===== src/rtl/csel_pkg.sv =====
package csel_pkg;
    localparam int ADDR_W = 32;
    localparam int WAIT_W = 5;

    typedef enum logic [1:0] {
        PW_32  = 2'b00,
        PW_8   = 2'b01,
        PW_16  = 2'b10,
        PW_RSV = 2'b11
    } pw_e;

    typedef enum logic [1:0] {
        FLD_BASE = 2'b00,
        FLD_MASK = 2'b01,
        FLD_OPT  = 2'b10,
        FLD_NONE = 2'b11
    } fld_e;

    // bit 9 sdram, 8:4 wait, 3 burst, 2:1 width, 0 enable
    typedef struct packed {
        logic              sdram;
        logic [WAIT_W-1:0] wait_n;
        logic              burst;
        pw_e               pw;
        logic              en;
    } opt_t;

    localparam int OPT_W = $bits(opt_t);

    typedef struct packed {
        logic [ADDR_W-1:0] base;
        logic [ADDR_W-1:0] mask;
        opt_t              opt;
    } region_t;

    function automatic pw_e pw_norm(pw_e p);
        return (p == PW_RSV) ? PW_32 : p;
    endfunction
endpackage


===== src/rtl/csel_regfile.sv =====
module csel_regfile import csel_pkg::*; #(
    parameter int NUM_CS = 8,
    localparam int IDX_W = $clog2(NUM_CS)
) (
    input  logic                         clk,
    input  logic                         rst_n,
    input  logic [1:0]                   strap_width,
    input  logic                         cfg_we,
    input  logic [IDX_W-1:0]             cfg_idx,
    input  logic [1:0]                   cfg_field,
    input  logic [ADDR_W-1:0]            cfg_data,
    output region_t [NUM_CS-1:0]         regs_o
);
    localparam logic [IDX_W-1:0] LAST = IDX_W'(NUM_CS - 1);

    region_t [NUM_CS-1:0] regs_d, regs_q, regs_rst;

    always_comb begin
        regs_d = regs_q;
        if (cfg_we) begin
            case (fld_e'(cfg_field))
                FLD_BASE: regs_d[cfg_idx].base = cfg_data;
                FLD_MASK: regs_d[cfg_idx].mask = cfg_data;
                FLD_OPT: begin
                    regs_d[cfg_idx].opt = opt_t'(cfg_data[OPT_W-1:0]);
                    if (cfg_idx != LAST) regs_d[cfg_idx].opt.sdram = 1'b0;
                end
                default: ;
            endcase
        end
        for (int i = 0; i < NUM_CS; i++) regs_rst[i] = '0;
        regs_rst[0].mask       = '1;
        regs_rst[0].opt.en     = 1'b1;
        regs_rst[0].opt.pw     = pw_e'(strap_width);
        regs_rst[0].opt.wait_n = '1;
    end

    always_ff @(posedge clk) begin
        if (!rst_n) regs_q <= regs_rst;
        else        regs_q <= regs_d;
    end

    assign regs_o = regs_q;
endmodule


===== src/rtl/csel_match.sv =====
module csel_match import csel_pkg::*; #(
    parameter int NUM_CS = 8,
    localparam int IDX_W = $clog2(NUM_CS)
) (
    input  region_t [NUM_CS-1:0] regs,
    input  logic [ADDR_W-1:0]    addr,
    output logic                 hit,
    output logic [IDX_W-1:0]     win
);
    logic [NUM_CS-1:0] hits;

    for (genvar g = 0; g < NUM_CS; g++) begin : g_cmp
        assign hits[g] = regs[g].opt.en &&
                         (((addr ^ regs[g].base) & ~regs[g].mask) == '0);
    end

    always_comb begin
        hit = |hits;
        win = '0;
        for (int i = NUM_CS - 1; i >= 0; i--) begin
            if (hits[i]) win = IDX_W'(i);
        end
    end
endmodule


===== src/rtl/csel_seq.sv =====
module csel_seq import csel_pkg::*; #(
    parameter int NUM_CS = 8,
    localparam int IDX_W = $clog2(NUM_CS)
) (
    input  logic              clk,
    input  logic              rst_n,
    input  logic              acc_valid,
    input  logic              hit,
    input  logic [IDX_W-1:0]  win,
    input  opt_t              win_opt,
    output logic [NUM_CS-1:0] cs_n,
    output logic [1:0]        cs_width,
    output logic              cs_burst,
    output logic              ack,
    output logic              berr,
    output logic              sdram_req
);
    typedef struct packed {
        logic              busy;
        logic [IDX_W-1:0]  idx;
        logic [WAIT_W-1:0] cnt;
        pw_e               pw;
        logic              burst;
        logic              berr;
        logic              sdreq;
    } seq_t;

    seq_t s_d, s_q;

    always_comb begin
        s_d       = s_q;
        s_d.berr  = 1'b0;
        s_d.sdreq = 1'b0;
        if (s_q.busy) begin
            if (s_q.cnt == '0) s_d.busy = 1'b0;
            else               s_d.cnt  = s_q.cnt - 1'b1;
        end else if (acc_valid) begin
            if (!hit) begin
                s_d.berr = 1'b1;
            end else if (win_opt.sdram) begin
                s_d.sdreq = 1'b1;
            end else begin
                s_d.busy  = 1'b1;
                s_d.idx   = win;
                s_d.cnt   = win_opt.wait_n;
                s_d.pw    = pw_norm(win_opt.pw);
                s_d.burst = win_opt.burst;
            end
        end
    end

    always_ff @(posedge clk) begin
        if (!rst_n) s_q <= '{busy: 1'b0, idx: '0, cnt: '0, pw: PW_32,
                             burst: 1'b0, berr: 1'b0, sdreq: 1'b0};
        else        s_q <= s_d;
    end

    always_comb begin
        cs_n = '1;
        if (s_q.busy) cs_n[s_q.idx] = 1'b0;
    end

    assign ack       = s_q.busy && (s_q.cnt == '0);
    assign cs_width  = s_q.busy ? s_q.pw : PW_32;
    assign cs_burst  = s_q.busy && s_q.burst;
    assign berr      = s_q.berr;
    assign sdram_req = s_q.sdreq;
endmodule


===== src/rtl/csel_unit.sv =====
module csel_unit import csel_pkg::*; #(
    parameter int NUM_CS = 8,
    localparam int IDX_W = $clog2(NUM_CS)
) (
    input  logic              clk,
    input  logic              rst_n,
    input  logic [1:0]        strap_width,
    input  logic              cfg_we,
    input  logic [IDX_W-1:0]  cfg_idx,
    input  logic [1:0]        cfg_field,
    input  logic [ADDR_W-1:0] cfg_data,
    input  logic              acc_valid,
    input  logic [ADDR_W-1:0] acc_addr,
    output logic [NUM_CS-1:0] cs_n,
    output logic [1:0]        cs_width,
    output logic              cs_burst,
    output logic              ack,
    output logic              berr,
    output logic              sdram_req
);
    region_t [NUM_CS-1:0] regs;
    logic                 hit;
    logic [IDX_W-1:0]     win;
    opt_t                 win_opt;

    csel_regfile #(.NUM_CS(NUM_CS)) u_regs (
        .clk(clk), .rst_n(rst_n), .strap_width(strap_width),
        .cfg_we(cfg_we), .cfg_idx(cfg_idx), .cfg_field(cfg_field),
        .cfg_data(cfg_data), .regs_o(regs)
    );

    csel_match #(.NUM_CS(NUM_CS)) u_match (
        .regs(regs), .addr(acc_addr), .hit(hit), .win(win)
    );

    assign win_opt = regs[win].opt;

    csel_seq #(.NUM_CS(NUM_CS)) u_seq (
        .clk(clk), .rst_n(rst_n), .acc_valid(acc_valid), .hit(hit),
        .win(win), .win_opt(win_opt), .cs_n(cs_n), .cs_width(cs_width),
        .cs_burst(cs_burst), .ack(ack), .berr(berr), .sdram_req(sdram_req)
    );
endmodule


===== config.mk =====
export PLATFORM = sky130hd
export DESIGN_NAME = csel_unit
export DESIGN_NICKNAME = d
export VERILOG_FILES = /design/src/rtl/csel_pkg.sv /design/src/rtl/csel_regfile.sv /design/src/rtl/csel_match.sv /design/src/rtl/csel_seq.sv /design/src/rtl/csel_unit.sv
export SDC_FILE = /design/constraint.sdc
export NUM_CORES = 2
export LEC_CHECK = 0
export BUFFER_PORTS_ARGS = -buffer_cell sky130_fd_sc_hd__buf_2
export CORE_AREA = 5 5 284 286
export DETAILED_ROUTE_END_ITERATION = 10
export DIE_AREA = 0 0 289 291
export PLACE_DENSITY_LB_ADDON = 0.3
export SLEW_MARGIN = 10
export SYNTH_ARGS = -nofsm -noshare
export SYNTH_HDL_FRONTEND = slang
export SYNTH_SLANG_ARGS = --single-unit
export TNS_END_PERCENT = 5

===== constraint.sdc =====
create_clock -name clk -period 4.15 [get_ports clk]
set_input_delay 0.415 -clock clk [delete_from_list [all_inputs] [get_ports clk]]
set_output_delay 0.415 -clock clk [all_outputs]
set_load 0.005 [all_outputs]

==> flow_metrics.env <==
export IMPL_slew_headroom=0.233
export IMPL_async_flop_share=0
export IMPL_globalplace_congestion=1.00
export IMPL_yosys_warnings=0
export IMPL_worstSkewPairLatency_ns=0.63
export IMPL_synth_edf_count=2
export IMPL_crit_fanout=3
export IMPL_multiInputGateArea_sq_um=13500
export IMPL_regArea_sq_um=12200
export IMPL_cts_clk_slew_worst_paths_ns=0.06
export IMPL_finalSetupViolations=0
export IMPL_avgSynthCellArea_sq_um=8.72
export IMPL_vias=25800
export IMPL_route_met3_wl_um=14500
export IMPL_pwr_share_seq=0.429
export IMPL_rows=103
export IMPL_critical_path_slowest_cell="mux4_2"
export IMPL_wl_um=117000
export IMPL_power_total_mw=13.9
export IMPL_fin_worst_skew_ns=0.0269
export IMPL_drive_gt1_frac=0.146
export IMPL_maxCapViolCount=0
export IMPL_holdWs_ns=0.0882
export IMPL_initial_utilization=0.344
export IMPL_grt_ovfl_total=0
export IMPL_grt_setup_unrepaired="no"
export IMPL_die_w_um=289
export IMPL_worstSetupEndpointType="flip-flop"
export IMPL_design_area_sq_um=31600
export IMPL_fill_cells=7893
export IMPL_numCtsBuffers=68
export IMPL_ir_drop_v=0.000330
export IMPL_status="finished clean"
export IMPL_crit_required_ns=4.65
export IMPL_dpl_hpwl_um=79500
export IMPL_place_area_sq_um=29200
export IMPL_dieArea_sq_um=84100
export IMPL_drt_iter0_markers=4053
export IMPL_worstRegToRegCells=11
export IMPL_drc=0
export IMPL_ys_ff_latch=606
export IMPL_powerDensity_nw_per_um2=439
export IMPL_worstMarginPinSlew_ns=1.15
export IMPL_cts_root_buf="clkbuf_16"
export IMPL_max_stage_delay_ns=0.58
export IMPL_period_needed_ns=4.06
export IMPL_antenna_found_initial=6
export IMPL_syn_area_sq_um=26900
export IMPL_p_clk_frac=0.465
export IMPL_cellLeakagePower_nw=10.6
export IMPL_finalHoldViolCount=0
export IMPL_htree_levels=3
export IMPL_hp_class="in -> reg"
export IMPL_grt_pass1_vias=22900
export IMPL_clock_path_buffers=3
export IMPL_hold_depth=2
export IMPL_cts_tree="built"
export IMPL_routedWlPerCell_um=27.5
export IMPL_syn_inst=3083
export IMPL_finalCritPeriodShare=0.979
export IMPL_swShare=0.268
export IMPL_synth_fp_nets=3164
export IMPL_area_growth_pct=17.7
export IMPL_postLayoutCoreUtil=0.405
export IMPL_max_freq_mhz=246
export IMPL_grt_max_degree=139
export IMPL_vias_per_cell=6.04
export IMPL_first_pass_iters=8
export IMPL_wl_met2_um=48900
export IMPL_antenna_left=0
export IMPL_port_buffers=88
export IMPL_switchingPower_mw=3.73
export IMPL_layout_nets=3238
export IMPL_die_y_um=291
export IMPL_cp_start_kind="flip-flop"
export IMPL_track_usage=0.265
export IMPL_drv_slew=0
export IMPL_clock_sinks=606
export IMPL_ys_types=67
export IMPL_routedLengthMet1_um=49500
export IMPL_post_cts_buffers=0
export IMPL_comb_power_share=0.106
export IMPL_core_area_sq_um=78100
export IMPL_p_int_mw=10.2
export IMPL_route_top_layer_used="met5"
export IMPL_grt_pass1_wl_um=166000
export IMPL_worstPathCellList="xnor2_1, buf_4, o22ai_1, nor4_1, and4_1, a2bb2oi_1, a311oi_4, mux4_2, or3_1, a2111o_1, o311ai_1"
export IMPL_path_class="reg -> reg"
export IMPL_cts_resized=0
export IMPL_ys_seq_area_frac=0.452
export IMPL_synth_flop_cell="dfxtp_1"
export IMPL_postCtsHoldBufs=0
export IMPL_io_pins=89
export IMPL_cp_arrival_ns=4.56
==> cell usage after synthesis (all sizes together) (12+ instances only) <==
master    n  area (sq um)
nor3     12          60.1
xnor2   257          2330
o21ai   164           821
nor2    508          1910
mux2i    18           180
a21oi   119           596
a221o    38           380
mux2     17           191
buf      41           329
dfxtp   604         12100
nor4     61           382
o22ai   216          1360
inv      12          45.0
and2     28           178
clkbuf  246           925
nand2   144           541
a32oi    20           175
a22oi   419          3150
and3     15          93.8
nand3    27           135
==> path summary, 6_finish.rpt <==
kind	start	endpoint	slack, ns
worst min register to register	u_regs.regs_o[186]	u_regs.regs_o[186]	0.48
worst max register to register	u_regs.regs_o[568]	u_seq.s_q[6]	0.09
worst max-delay path	u_regs.regs_o[568]	u_seq.s_q[6]	0.09
worst min-delay path	strap_width[0]	u_regs.regs_o[1]	0.09
==> cell usage in the layout, fill, tap and decap left out, types with 17 or more instances in the layout <==
master / instances
a32oi_1: 20
dfxtp_1: 604
mux2i_1: 18
clkbuf_16: 69
buf_2: 88
nor2_1: 498
o22ai_1: 214
o21ai_0: 141
a221o_1: 38
clkbuf_8: 20
xnor2_1: 247
buf_4: 186
and2_1: 27
nand2_1: 144
mux2_2: 17
a21oi_1: 119
nor4_1: 61
a22oi_1: 419
nand3_1: 27
buf_12: 17
==> final cells by class <==
cell class	instances	share of cell area
diodes	5	0.000395
flip-flops and latches	606	0.384
clock inverters	21	0.0108
multi-input cells	2178	0.428
repair buffers	291	0.0688
inverters	12	0.00166
well taps	1050	0.0415
clock buffers	102	0.0648
==> critical path: cells and delay by family (launching register included) <==
kind | cells | cell delay [ns]
xor+xnor | 1 | 0.41
flops | 1 | 0.37
compound gates | 5 | 1.26
buf+inv | 1 | 0.24
mux | 1 | 0.58
simple gates | 3 | 1.08
==> metrics by stage <==
step	setup WS, ns	cells	TNS, ns
2_1_floorplan	0.564	3083	0
3_3_place_gp	0.0417	4137	0
3_5_place_dp	-0.0129	4137	-0.0129
4_1_cts	0.116	4260	0
5_1_grt	0.0496	4261	0
6_report	0.0892	4265	0
==> flip-flops by register name, summed over array words and instances, names as in the netlist <==
signal	count
u_regs.regs_o	592
u_seq.berr	1
u_seq.s_q	12
u_seq.sdram_req	1
==> cell families (layout without fill, tap and decap cells) <==
| logic type | count (synthesis) | count (layout) | synth area share |
|---|---|---|---|
| buffers and inverters | 299 | 426 | 0.0483 |
| adders and majority gates | 6 | 6 | 0.00279 |
| AOI/OAI and AO/OA | 1031 | 1031 | 0.259 |
| and+or+nand+nor | 848 | 848 | 0.136 |
| xor gates and xnor gates | 257 | 257 | 0.0865 |
| muxes | 36 | 36 | 0.0147 |
| other | 0 | 5 | 0 |
| DFF | 606 | 606 | 0.452 |
==> routing by layer <==
layer  global-route usage  up-vias
li1                     -    11400
met1                0.389    12600
met2                0.378     1593
met3               0.0725      230
met4               0.0829        2
met5                    0        -
==> power groups by stage <==
stage | sequential (mW) | combinational [mW] | clock [mW]
after floorplan | 6.06 | 0.783 | 0
after global placement | 6.08 | 1.43 | 0
after detailed placement | 6.08 | 1.43 | 0
after CTS | 5.96 | 1.43 | 6.51
after global routing | 5.96 | 1.52 | 6.77
final | 5.96 | 1.48 | 6.46
(Power assumes the default switching activity.)
